### config.mk
export PLATFORM = sky130hd
export DESIGN_NAME = cell_pixel_serializer
export DESIGN_NICKNAME = d
export VERILOG_FILES = /design/src/rtl/cellser_pkg.sv /design/src/rtl/cellser_ctrl.sv /design/src/rtl/cellser_dpath.sv /design/src/rtl/cell_pixel_serializer.sv
export SDC_FILE = /design/constraint.sdc
export NUM_CORES = 1
export LEC_CHECK = 0
export ABC_CLOCK_PERIOD_IN_PS = 2900
export CAP_MARGIN = 25
export CORE_MARGIN = 4
export CORE_UTILIZATION = 45
export CTS_CLUSTER_DIAMETER = 60
export CTS_CLUSTER_SIZE = 40
export DETAILED_ROUTE_END_ITERATION = 6
export PLACE_DENSITY = 0.74
export SLEW_MARGIN = 20
export SYNTH_ARGS = -nofsm -noshare
export SYNTH_HDL_FRONTEND = slang
export SYNTH_SLANG_ARGS = --single-unit
### constraint.sdc
create_clock -name clk -period 2.9 [get_ports clk]
set_clock_uncertainty 0.1 [all_clocks]
set_input_delay 0.725 -clock clk [delete_from_list [all_inputs] [get_ports clk]]
set_output_delay 0.725 -clock clk [all_outputs]
set_load 0.005 [all_outputs]
### src/rtl/cellser_pkg.sv
package cellser_pkg;
  parameter int GLYPH_W = 8;
  parameter int CELL_W  = GLYPH_W + 1;
  parameter int FG_W    = 4;
  parameter int BG_W    = 3;
  parameter int ATTR_W  = FG_W + BG_W + 1;
  parameter int CODE_W  = 8;
  parameter int COL_W   = $clog2(CELL_W);
  parameter int BIT_W   = $clog2(GLYPH_W);

  typedef struct packed {
    logic             adv;
    logic             load;
    logic             ninth;
    logic [BIT_W-1:0] bitSel;
  } strobeT;
endpackage

### src/rtl/cellser_ctrl.sv
module cellser_ctrl
  import cellser_pkg::*;
(
  input  logic   clk,
  input  logic   rstN,
  input  logic   pixEn,
  output strobeT strb,
  output logic   cellFirst
);
  localparam logic [COL_W-1:0] LAST = COL_W'(CELL_W - 1);

  logic [COL_W-1:0] col;

  always_ff @(posedge clk or negedge rstN) begin
    if (!rstN)      col <= '0;
    else if (pixEn) col <= (col == LAST) ? '0 : col + 1'b1;
  end

  always_comb begin
    strb.adv    = pixEn;
    strb.load   = pixEn && (col == '0);
    strb.ninth  = pixEn && (col == LAST);
    strb.bitSel = col[BIT_W-1:0];
    cellFirst   = (col == '0);
  end

  // column position never leaves the cell
  a_r2_col_range: assert property (@(posedge clk) disable iff (!rstN)
    col <= LAST);
  // the last column wraps to the first
  a_r2_wrap: assert property (@(posedge clk) disable iff (!rstN)
    (pixEn && col == LAST) |=> (col == '0));
  // no advance without enable
  a_r7_col_hold: assert property (@(posedge clk) disable iff (!rstN)
    !pixEn |=> $stable(col));
endmodule

### src/rtl/cellser_dpath.sv
module cellser_dpath
  import cellser_pkg::*;
#(
  parameter logic [CODE_W-1:0] LINE_LO = 8'hC0,
  parameter logic [CODE_W-1:0] LINE_HI = 8'hDF
) (
  input  logic              clk,
  input  logic              rstN,
  input  strobeT            strb,
  input  logic [CODE_W-1:0] charCode,
  input  logic [GLYPH_W-1:0] fontRow,
  input  logic [ATTR_W-1:0] attr,
  input  logic              blinkPhase,
  output logic [FG_W-1:0]   pixColor
);
  logic [GLYPH_W-1:0] fontQ;
  logic [CODE_W-1:0]  codeQ;
  logic [ATTR_W-1:0]  attrQ;

  logic [GLYPH_W-1:0] curFont;
  logic [CODE_W-1:0]  curCode;
  logic [ATTR_W-1:0]  curAttr;
  logic               lineCode, dot, blinkMask;
  logic [FG_W-1:0]    fgIdx, bgIdx, nextPix;

  always_comb begin
    curFont   = strb.load ? fontRow  : fontQ;
    curCode   = strb.load ? charCode : codeQ;
    curAttr   = strb.load ? attr     : attrQ;
    lineCode  = (curCode >= LINE_LO) && (curCode <= LINE_HI);
    dot       = strb.ninth ? (lineCode & curFont[0])
                           : curFont[BIT_W'(GLYPH_W - 1) - strb.bitSel];
    blinkMask = curAttr[ATTR_W-1] & ~blinkPhase;
    fgIdx     = curAttr[FG_W-1:0];
    bgIdx     = {{(FG_W-BG_W){1'b0}}, curAttr[FG_W+BG_W-1:FG_W]};
    nextPix   = (dot & ~blinkMask) ? fgIdx : bgIdx;
  end

  always_ff @(posedge clk or negedge rstN) begin
    if (!rstN) begin
      fontQ    <= '0;
      codeQ    <= '0;
      attrQ    <= '0;
      pixColor <= '0;
    end else begin
      if (strb.load) begin
        fontQ <= fontRow;
        codeQ <= charCode;
        attrQ <= attr;
      end
      if (strb.adv) pixColor <= nextPix;
    end
  end

  // colour holds while stalled
  a_r7_pix_hold: assert property (@(posedge clk) disable iff (!rstN)
    !strb.adv |=> $stable(pixColor));
  // spacer column of ordinary codes is background
  a_r4_ninth_blank: assert property (@(posedge clk) disable iff (!rstN)
    (strb.ninth && !((codeQ >= LINE_LO) && (codeQ <= LINE_HI)))
      |=> (pixColor == {{(FG_W-BG_W){1'b0}}, $past(attrQ[FG_W+BG_W-1:FG_W])}));
  // latched cell bytes change only on a load strobe
  a_r8_latch_stable: assert property (@(posedge clk) disable iff (!rstN)
    !strb.load |=> ($stable(fontQ) && $stable(attrQ) && $stable(codeQ)));
  // a hidden blinking character shows no foreground index above 7
  a_r6_blink_hidden: assert property (@(posedge clk) disable iff (!rstN)
    (strb.adv && !strb.load && attrQ[ATTR_W-1] && !blinkPhase)
      |=> (pixColor[FG_W-1] == 1'b0));
endmodule

### src/rtl/cell_pixel_serializer.sv
module cell_pixel_serializer
  import cellser_pkg::*;
#(
  parameter logic [CODE_W-1:0] LINE_LO = 8'hC0,
  parameter logic [CODE_W-1:0] LINE_HI = 8'hDF
) (
  input  logic               clk,
  input  logic               rstN,
  input  logic               pixEn,
  input  logic [CODE_W-1:0]  charCode,
  input  logic [GLYPH_W-1:0] fontRow,
  input  logic [ATTR_W-1:0]  attr,
  input  logic               blinkPhase,
  output logic               cellFirst,
  output logic [FG_W-1:0]    pixColor
);
  strobeT strb;

  cellser_ctrl u_ctrl (
    .clk(clk), .rstN(rstN), .pixEn(pixEn), .strb(strb), .cellFirst(cellFirst)
  );

  cellser_dpath #(.LINE_LO(LINE_LO), .LINE_HI(LINE_HI)) u_dpath (
    .clk(clk), .rstN(rstN), .strb(strb), .charCode(charCode),
    .fontRow(fontRow), .attr(attr), .blinkPhase(blinkPhase),
    .pixColor(pixColor)
  );
endmodule

Word-level counts from Yosys, hierarchy flattened
Index checks and enable logic that the tools add are counted.
{"block": "totals", "reg_bits": 32, "latch_bits": 0, "ramBits": 0, "mem_bits_ro": 0, "input_bits": 28, "out_inout_bits": 5, "elab_cells": 28, "mem_count": 0}
{"block": "classes", "n_addsub": 2, "n_mul": 0, "n_div": 0, "n_lt_le_gt_ge": 3, "eq_ne": 1, "shifts": 0, "n_mux": 8, "bitwise": 5, "reduce_logical": 4}
{"op": "8-bit 2-to-1 mux", "count": 3}
{"op": "8-bit greater-or-equal comparator, second input constant", "count": 1}
{"op": "8-bit <= comparator, second input constant", "count": 1}
{"op": "4-bit 2-to-1 mux", "count": 2}
{"op": "4-bit by 1-bit adder with 4-bit output, second input constant", "count": 1}
{"op": "4-bit == test, second input constant", "count": 1}
{"op": "4-bit logical NOT", "count": 1}
{"op": "3-bit by 4-bit less-than comparator with 1-bit output, second input constant", "count": 1}
{"op": "1-bit AND", "count": 3}
{"op": "1-bit binary-select mux with 3-bit select", "count": 1}
{"op": "1-bit logical AND", "count": 3}
{"op": "3-bit subtractor, first input constant", "count": 1}
{"op": "1-bit 2-to-1 mux", "count": 2}
{"op": "1-bit inverter", "count": 2}

Logic depth before layout (Yosys ltp)
Gate-level depths: netlist of the first run.
{"block": "logic_depth", "word_depth": 9, "depth_mapped": 9}

Hierarchy
From an unflattened synthesis of the first run, not the netlist that was laid out.
{"block": "hier_totals", "hier_cells": 111, "hier_area_um2": 1378.8}
{"module": "cellser_dpath", "n_inst": 1, "cells_each": 80, "area_per_inst_um2": 1098.6}
{"module": "cellser_ctrl", "n_inst": 1, "cells_each": 31, "area_per_inst_um2": 280.3}

Least setup slack after synthesis of the first run
Ideal clock, no wire load.
{"block": "synth_path", "path_kind": "register to register", "start": "reg u_ctrl.col[1]", "end": "reg u_dpath.pixColor[0]", "setup_time_ps": 140, "t_arrival_ps": 2231, "t_required_ps": 2660, "path_slack_ps": 429, "stages_incl_launch_ff": 10, "period_less_slack_ps": 2471, "path_cell_list": "dfrtp_1 -> clkbuf_1 -> inv_1 -> ha_1 -> nor4bb_2 -> buf_6 -> mux2_2 -> a31o_1 -> o311ai_2 -> o221ai_1"}
{"block": "synth_via", "elab_chain_cells": 9, "word_cells_on_any_way": 19, "cone_classes": "add/sub: 1; order compare: 2; eq/ne: 1; mux: 7; bitwise: 4; reduce/logical: 4"}
{"item": "from (decl)", "line": "cellser_ctrl.sv:12", "source": "logic [COL_W-1:0] col;"}
{"item": "from (signal assigned)", "line": "cellser_ctrl.sv:16", "source": "else if (pixEn) col <= (col == LAST) ? '0 : col + 1'b1;"}
{"item": "4-bit logical NOT", "line": "cellser_ctrl.sv:21", "source": "strb.load = pixEn && (col == '0);"}
{"item": "1-bit logical AND", "line": "cellser_ctrl.sv:21"}
{"item": "8-bit 2-to-1 mux"}
{"item": "8-bit greater-or-equal comparator / 8-bit <= comparator (equally long branches)", "line": "cellser_dpath.sv:30", "source": "lineCode = (curCode >= LINE_LO) && (curCode <= LINE_HI);"}
{"item": "1-bit logical AND", "line": "cellser_dpath.sv:30"}
{"item": "1-bit AND", "line": "cellser_dpath.sv:31", "source": "dot = strb.ninth ? (lineCode & curFont[0])"}
{"item": "1-bit 2-to-1 mux", "line": "cellser_dpath.sv:31"}
{"item": "1-bit AND", "line": "cellser_dpath.sv:36", "source": "nextPix = (dot & ~blinkMask) ? fgIdx : bgIdx;"}
{"item": "4-bit 2-to-1 mux *", "line": "cellser_dpath.sv:36"}
{"item": "to (signal assigned)", "line": "cellser_dpath.sv:51", "source": "if (strb.adv) pixColor <= nextPix;"}
{"item": "to (decl)", "line": "cellser_dpath.sv:14", "source": "output logic [FG_W-1:0] pixColor"}
Every way passes the cells marked *; elsewhere a longest branch is shown, timed or not. The select of a mux whose other input is x is not followed.
A chain may end at the register's enable or synchronous reset.

Final worst setup path of the first run
{"block": "layout_path", "start": "reg u_ctrl.col[1]", "end": "out cellFirst"}
{"block": "layout_via", "elab_chain_cells": 1}
{"item": "4-bit logical NOT", "line": "cellser_ctrl.sv:24", "source": "cellFirst = (col == '0);"}
{"item": "to (decl)", "line": "cell_pixel_serializer.sv:14", "source": "output logic cellFirst,"}
No other way between the ends.

==> results of run 1 <==
-- per-stage QoR --
step	setup slack, ps	util, %	cell area [um2]	setup TNS [ps]
after CTS	211	60.9	1720	0
after global routing	11.5	60.9	1720	0
after detailed placement	-79.3	60.0	1700	-281
final	215	60.9	1720	0
after global placement	-67.8	60.0	1700	-224
after floorplan	429	-	1360	0
-- per-layer routing --
layer,GRT usage (%),up-vias
met5,0,-
met3,2.70,2
li1,-,464
met4,6.34,0
met1,17.1,481
met2,23.5,17
-- synth_stat cells (all sizes together) --
cell / n / area, um2
o22ai: 1 / 6.26
nor4bb: 2 / 26.3
nand2: 10 / 37.5
ha: 2 / 25.0
a31o: 1 / 8.76
a31oi: 4 / 25.0
and2b: 1 / 7.51
nor3b: 2 / 15.0
nor2: 2 / 7.51
nor3: 1 / 5.00
a21oi: 1 / 5.00
nor2b: 3 / 18.8
clkbuf: 2 / 7.51
dfrtp: 27 / 676
and4: 1 / 8.76
xnor2: 2 / 17.5
buf: 4 / 26.3
o21ai: 3 / 15.0
inv: 7 / 26.3
o311ai: 1 / 16.3
o31a: 1 / 8.76
o221ai: 3 / 32.5
nand2b: 2 / 12.5
nand4b: 1 / 8.76
mux2i: 5 / 50.1
mux4: 1 / 22.5
mux2: 20 / 229
o41ai: 1 / 16.3
-- flip-flops by register name (all words and copies together), names as in the netlist --
| name | cells |
|---|---|
| u_dpath.attrQ | 8 |
| u_dpath.fontQ | 8 |
| u_ctrl.col | 4 |
| u_dpath.pixColor | 4 |
| u_dpath.codeQ | 3 |
-- logic make-up (layout without fill, tap and decap cells) --
family / after synthesis / count (layout) / share of synthesized area, %
AO/OA/AOI/OAI: 16 / 16 / 9.83
XOR/XNOR: 2 / 2 / 1.29
adder cells (fa/ha/maj): 2 / 2 / 1.84
buffers and inverters: 13 / 45 / 4.41
flip-flops: 27 / 27 / 49.6
multiplexers: 26 / 26 / 22.2
AND/OR/NAND/NOR: 25 / 25 / 10.8
-- worst max-delay path by stage --
| stage | from | to | slack (ps) | depth (start not counted) |
|---|---|---|---|---|
| 3_3_place_gp | pixEn | u_dpath.pixColor[1] | -70 | 7 |
| 5_1_grt | u_ctrl.col[1] | u_dpath.pixColor[0] | 10 | 8 |
| 2_1_floorplan | u_ctrl.col[1] | u_dpath.pixColor[0] | 430 | 9 |
| 4_1_cts | u_ctrl.col[1] | cellFirst | 210 | 4 |
| 3_5_place_dp | pixEn | u_dpath.pixColor[2] | -80 | 7 |
| 6_report | u_ctrl.col[1] | cellFirst | 210 | 4 |
-- final cells by class --
| class | instances | area (um2) |
|---|---|---|
| Clock buffer | 4 | 26.3 |
| Fill cell | 235 | 1100 |
| Inverter | 7 | 26.3 |
| Multi-Input combinational cell | 71 | 634 |
| Sequential cell | 27 | 676 |
| Tap cell | 31 | 38.8 |
| Timing Repair Buffer | 34 | 323 |
-- power by group through the flow --
stage	Clock, mW	Sequential (mW)	Combinational [mW]
finish	0.160	0.674	0.754
global route	0.182	0.700	0.830
CTS	0.165	0.677	0.759
detailed placement	0	0.687	0.756
global placement	0	0.673	0.723
floorplan	0	0.640	0.557
==> run metrics, run 1 <==
CP required=around 2100 ps; vias in the first global route=997; Switching Share=34.3%; Fin. Hold Viols=0; Worst-path clk slew=140 ps; Peak VDD IR=0.000409 V; sequential area share after synthesis=49.6%; Wirelength per Cell=about 15 um; Clk pwr share=between 10% and 20%; Worst R2R Setup Slack=210 ps; Net Count, Synth=141; vias per inst=5.54; flops & latches, synth=27; Worst Path Max Fanout=8; vias=964; post-synthesis cell area=1360 um2; Worst R2R End=u_dpath.pixColor[0]; combinational fraction of design power=47.5%; Lkg Pwr=0.727 nW; critical path endpoint category=output port; Synth Instances=111; f_max=372 MHz; number of I/O pins=33; CTS tree=yes; Num CTS Buffers=3; postcts setup bufs=0; ant diodes=0; Initial Utilization=48.1%; Mapped Avg Cell Area=around 12 um2; row cnt=19; depth of the worst register-to-register path=8; initial antenna violation count=0; internal power=1.04 mW; Final Max Slew Viols=0; M1 WL=roughly 1.2 mm; relative slew slack=73.9%; Synth warnings=0; die width=between 60 and 70 um; clk_lat worst skew=about 320 ps; status=complete, no violations; post-synthesis cell type count=33; max-cap viol count=0; Clock Path Buffers=2; Worst R2R Start=u_ctrl.col[1]; First DRT Iteration DRCs=31; CTS sink cnt=27; met2 wire length=1.26 mm; Critical Path AT=1860 ps; sequential fraction of design power=between 40 and 50%; first-pass GRT wire length=4.43 mm; Tot GR Track Use=13.9%; DR WL met3=88 um; GRT overflow=0; Worst Tran Pin Value=391 ps; Setup-failing EPs final=0; PortBufs=27; Die ar.=3970 um2; area of the core=2830 um2; # DRC=0; min-delay src=u_dpath.attrQ[2]; crit-path leading delay family=buffers and inverters; chip height=63 um; Max Used Layer=met4; placed cells=between 150 and 200; CTS H-tree depth=1; Pwr Density=roughly 920 nW/um2; worst stage delay on the critical path=~530 ps; Routed Antenna Nets=0; power consumption=1.59 mW; largest net degree at the start of global routing=28; Worst Hold Margin=~410 ps; final wirelength=2.54 mm; cell breakdown of the critical path=inv_1 -> ha_1 -> nor3b_1 -> clkdlybuf4s50_1; slowest CP cell=clkdlybuf4s50_1; fin crit share=92.6%; share of layout cells above drive strength 1=25.2%; sw power=0.545 mW; worst hold-check path type=flip-flop to flip-flop; most frequent cells in the layout=27 x clkdlybuf4s50_1, 27 x dfrtp_1, 19 x mux2_2; Final HPWL DP=1.96 mm; Crit Path Class=flip-flop to output port; First-pass DRT Iterations=4; Layout Nets=174; hold_buf cts=0; CTS-repair resized insts=0; worst hold path depth=1; routability cong.=around 0.83; clk root buf=clkbuf_4; WP buf/inv=2; final std cells w/o fill=174; CP Launch Type=flip-flop; hold endpoint=u_dpath.attrQ[2]; synthesis-to-finish area growth=26.7%; min cycle time layout=2690 ps; RSZ-0062 raised after global routing=false
(Power assumes the default switching activity.)
==> run 2: changes to the inputs <==
- CTS_CLUSTER_DIAMETER: 60 -> default
- GPL_TIMING_DRIVEN: default -> 0
==> run metrics, run 2 (synthesis results as in run 1) <==
largest net degree at the start of global routing=28 (unchanged); vias per inst=5.62 (+1.5%); final wirelength=2.74 mm (+8.0%); Final HPWL DP=2.06 mm (+4.9%); Wirelength per Cell=15.9 um (+9.2%); f_max=363 MHz (-2.6%); share of layout cells above drive strength 1=24.8% (-0.35 points); RSZ-0062 raised after global routing=false; combinational fraction of design power=46.5% (-1.0 points); M1 WL=1.18 mm (+1.5%); first-pass GRT wire length=4.77 mm (+7.8%); sequential fraction of design power=42.5% (about the same); number of I/O pins=33 (unchanged); CTS tree=yes; fin crit share=95.1% (+2.5 points); row cnt=19 (unchanged); leading cell type in the layout, fill and taps excluded=dfrtp_1; Crit Path Class=flip-flop to output port; PortBufs=27 (unchanged); Clk pwr share=11.0% (+0.9 points); CTS H-tree depth=1 (unchanged); area occupied by multi-input gates=626 um2 (-1.4%); GRT overflow=0 (unchanged); PnR worst setup slack=143 ps (-71.6 ps); Final Max Slew Viols=0 (unchanged); Max Used Layer=met4; Peak VDD IR=0.000373 V (-8.7%); Layout Nets=172 (-1.1%); vias in the first global route=1,051 (+5.4%); Clock Path Buffers=2 (unchanged); DR WL met3=118 um (+34%); Worst-path clk slew=170 ps (+30 ps); initial antenna violation count=0 (unchanged); Pwr Density=937 nW/um2 (+1.7%); pre-CTS setup slack=-249 ps (-170 ps); met2 wire length=1.41 mm (+12%); critical path endpoint category=output port; Setup-failing EPs final=0 (unchanged); routability cong.=0.855 (+2.7%); Fin. Hold Viols=0 (unchanged); Num CTS Buffers=3 (unchanged); register area=676 um2 (unchanged); max-cap viol count=0 (unchanged); min cycle time layout=2760 ps (+71.6 ps); First-pass DRT Iterations=4 (unchanged); Switching Share=35.5% (+1.2 points); synthesis-to-finish area growth=24.3%; hold_buf cts=0 (unchanged); chip height=63 um (unchanged); CTS sink cnt=27 (unchanged); CP Launch Type=flip-flop; fillcell total=240 (+2.1%); relative slew slack=59.5% (-14 points); clk root buf=clkbuf_4; Layout Utilization=59.8% (-1.1 points); # DRC=0 (unchanged); sw power=0.562 mW (+3.2%); Die ar.=3970 um2 (unchanged); Initial Utilization=48.1% (unchanged); Worst Path Max Fanout=8 (unchanged); First DRT Iteration DRCs=48 (+55%); area of the core=2830 um2 (unchanged); Lkg Pwr=0.708 nW (-2.7%); CP required=2080 ps (about the same); clk_lat worst skew=340 ps (+20 ps); Routed Antenna Nets=0 (unchanged); Tot GR Track Use=15.0% (+1.1 points); status=complete, no violations; vias=967 (+0.31%); die width=63 um (unchanged); Critical Path AT=1930 ps (+70 ps); worst hold-check path type=primary input to async pin; Top Registers=u_dpath.attrQ: 8 flops, u_dpath.fontQ: 8 flops; internal power=1.02 mW (-2.0%); ant diodes=0 (unchanged); Worst Tran Pin Value=608 ps (+217 ps); most frequent cells in the layout=27 x dfrtp_1, 26 x clkdlybuf4s50_1, 19 x mux2_2
## run 2: cell types whose count changed in the layout (fill, tap and decap cells not counted)
cell	change
buf_4	-7
nor4bb_4	-1
buf_6	+1
clkdlybuf4s50_1	-1
clkinvlp_4	+1
buf_2	+4
nor4bb_2	+1
## run 2: worst paths after layout
check / start / endpoint / slack (ps) / cells after the start
worst max-delay path: u_ctrl.col[0] / cellFirst / 140 / 5
worst min-delay path: rstN / u_dpath.codeQ[6] / 270 / 1
max in group asynchronous: rstN / u_dpath.attrQ[4] / 2020 / 1
worst max register to register: u_ctrl.col[0] / u_dpath.pixColor[1] / 200 / 9
min in group clk: u_dpath.attrQ[2] / u_dpath.attrQ[2] / 420 / 1
worst min register to register: u_dpath.attrQ[2] / u_dpath.attrQ[2] / 420 / 1
## run 2: power groups by stage
stage / logic [mW] / registers, mW / clock network, mW
finish: 0.737 / 0.674 / 0.174
global route: 0.809 / 0.700 / 0.195
CTS: 0.759 / 0.660 / 0.176
detailed placement: 0.752 / 0.671 / 0
global placement: 0.723 / 0.654 / 0
floorplan: 0.557 / 0.640 / 0
## run 2: final cells by class
cell class	count	share of cell area (%)
flip-flops and latches	27	39.9
multi-input cells	71	37.0
repair buffers	27	15.7
well taps	31	2.29
plain buffers	5	1.78
inverters	7	1.55
clock buffers	3	1.33
clock inverters	1	0.444
## run 2: timing repair
action / 4_1_cts / 5_1_grt
gates resized for setup: 0 / 0
endpoints found under the setup margin: 0 / 1
setup buffers: 0 / 0
## run 2: critical path, cell delays in order (launching register included)
cell and delay (ps):
dfrtp_1 410, buf_2 190, inv_2 90, ha_1 210
nor3b_1 190, clkdlybuf4s50_1 530
## run 2: per-stage QoR
step	power [mW]	TNS, ps	area [um2]	hold WS [ps]	std cells
after floorplan	1.20	0	1360	329	111
final	1.58	0	1690	265	172
after global placement	1.38	-804	1670	383	169
after detailed placement	1.42	-937	1670	391	169
after CTS	1.60	0	1700	293	173
after global routing	1.70	0	1690	291	172
## run 2: metal layers
layer  vias to the layer above  track usage (%)
li1                        456                -
met1                       481             17.8
met2                        26             26.6
met3                         4             3.24
met4                         0             5.23
met5                         -                0
==> run 3: changes to the inputs <==
- CORE_UTILIZATION: 45 -> 48
- PLACE_DENSITY: 0.74 -> 0.78
==> run metrics, run 3 (synthesis results as in run 1) <==
status=complete, no violations; vias per inst=5.49 (-2.4%); setup TNS=0 ps (unchanged); Final HPWL DP=2.07 mm (+0.50%); fin area=1720 um2 (+1.6%); Wirelength per Cell=15.6 um (-2.0%); Critical Path AT=3010 ps (+1080 ps); Lkg Pwr=0.720 nW (+1.8%); First-pass DRT Iterations=4 (unchanged); chip height=61.3 um (-2.8%); Top Registers=u_dpath.attrQ: 8 flops, u_dpath.fontQ: 8 flops; Die ar.=3750 um2 (-5.5%); area of the core=2730 um2 (-3.4%); final wirelength=2.69 mm (-2.0%); CTS-repair resized insts=0 (unchanged); fin crit share=98.9% (+3.9 points); fillcell total=241 (+0.42%); critical path endpoint category=flip-flop; GRT Max-Usage Layer=met2; Fin. Hold Viols=0 (unchanged); Worst R2R End=u_dpath.pixColor[2]; depth of the worst register-to-register path=9 (unchanged); row cnt=19 (unchanged); Pwr Density=942 nW/um2 (+0.59%); vias=944 (-2.4%); most frequent cells in the layout=27 x dfrtp_1, 26 x clkdlybuf4s50_1, 19 x mux2_2; f_max=349 MHz (-3.9%); Clock Path Buffers=2 (unchanged); ant diodes=0 (unchanged); Tot GR Track Use=16.0% (+0.94 points); share of layout cells above drive strength 1=25.5% (+0.71 points); First DRT Iteration DRCs=21 (-56%); power consumption=1.62 mW (+2.2%); met1 usage=20.7% (+3.0 points); largest net degree at the start of global routing=28 (unchanged); Layout Nets=172 (unchanged); hold_buf cts=0 (unchanged); Crit Path Class=primary input to flip-flop; CTS tree=yes; Worst R2R Setup Slack=110 ps (-90 ps); clk_lat worst skew=310 ps (-30 ps); max-cap viol count=0 (unchanged); postcts setup bufs=0 (unchanged); number of I/O pins=33 (unchanged); Worst Tran Pin Value=589 ps (-19.3 ps); Num CTS Buffers=3 (unchanged); # DRC=0 (unchanged); PortBufs=27 (unchanged); initial antenna violation count=0 (unchanged); Worst Path Max Fanout=10 (+2); CTS H-tree depth=1 (unchanged); synthesis-to-finish area growth=26.3%; relative slew slack=60.7% (+1.3 points); CP Launch Type=primary input; Final Max Slew Viols=0 (unchanged); placed inst area=1670 um2 (unchanged); Worst R2R Start=u_ctrl.col[0]; Setup-failing EPs final=0 (unchanged); worst hold-check path type=primary input to async pin; GRT overflow=0 (unchanged); M3 GR Usage=2.10% (-1.1 points); Worst-path clk slew=140 ps (-30 ps); Peak VDD IR=0.000595 V (+59%); Routed Antenna Nets=0 (unchanged); die width=61.3 um (-2.8%); CP required=3050 ps (+970 ps); min cycle time layout=2870 ps (+112 ps); clk root buf=clkbuf_4; first-pass GRT wire length=4.46 mm (-6.5%); Initial Utilization=49.8% (+1.7 points); leading cell type in the layout, fill and taps excluded=dfrtp_1; CTS sink cnt=27 (unchanged); routability cong.=0.828 (-3.2%); met2 Usage GRT=27.3% (+0.73 points); vias in the first global route=974 (-7.3%)
## run 3: worst max-delay path, stage by stage
cell             delay [ps]
clkdlybuf4s50_1         600
nor4bb_2                300
buf_6                   210
mux2_2                  350
a31o_1                  260
o31a_1                  380
o221ai_2                190
## run 3: final cells by class
type	instances	area, um2	share of cell area, %
plain buffers	5	30.0	1.75
clock buffers	4	26.3	1.53
inverters	7	26.3	1.53
multi-input cells	71	657	38.2
flip-flops and latches	27	676	39.3
well taps	31	38.8	2.26
repair buffers	27	265	15.4
## run 3: report_power, final
part	switching [mW]	internal (mW)
registers	0.116	0.560
logic	0.353	0.432
clock network	0.105	0.0537
total	0.574	1.05
## run 3: worst max-delay path by stage
stage / to / start / slack [ps]
3_5_place_dp: u_dpath.pixColor[0] / pixEn / -280
5_1_grt: u_dpath.pixColor[2] / u_ctrl.col[0] / -6
2_1_floorplan: u_dpath.pixColor[0] / u_ctrl.col[1] / 430
3_3_place_gp: u_dpath.pixColor[1] / pixEn / -220
4_1_cts: u_dpath.pixColor[0] / pixEn / 70
6_report: u_dpath.pixColor[2] / pixEn / 30
## run 3: metal layers
metal	wire length, um	vias up
met5	0	-
met4	17	0
li1	-	457
met3	112	2
met1	1170	464
met2	1380	21
## run 3: per-stage QoR
step,setup WS (ps),cells,hold slack (ps),utilization (%)
after floorplan,429,111,329,-
after global placement,-219,169,384,61.1
after detailed placement,-284,169,390,60.9
after CTS,68.9,173,304,61.9
after global routing,-5.89,172,314,62.9
final,30.9,172,288,62.9
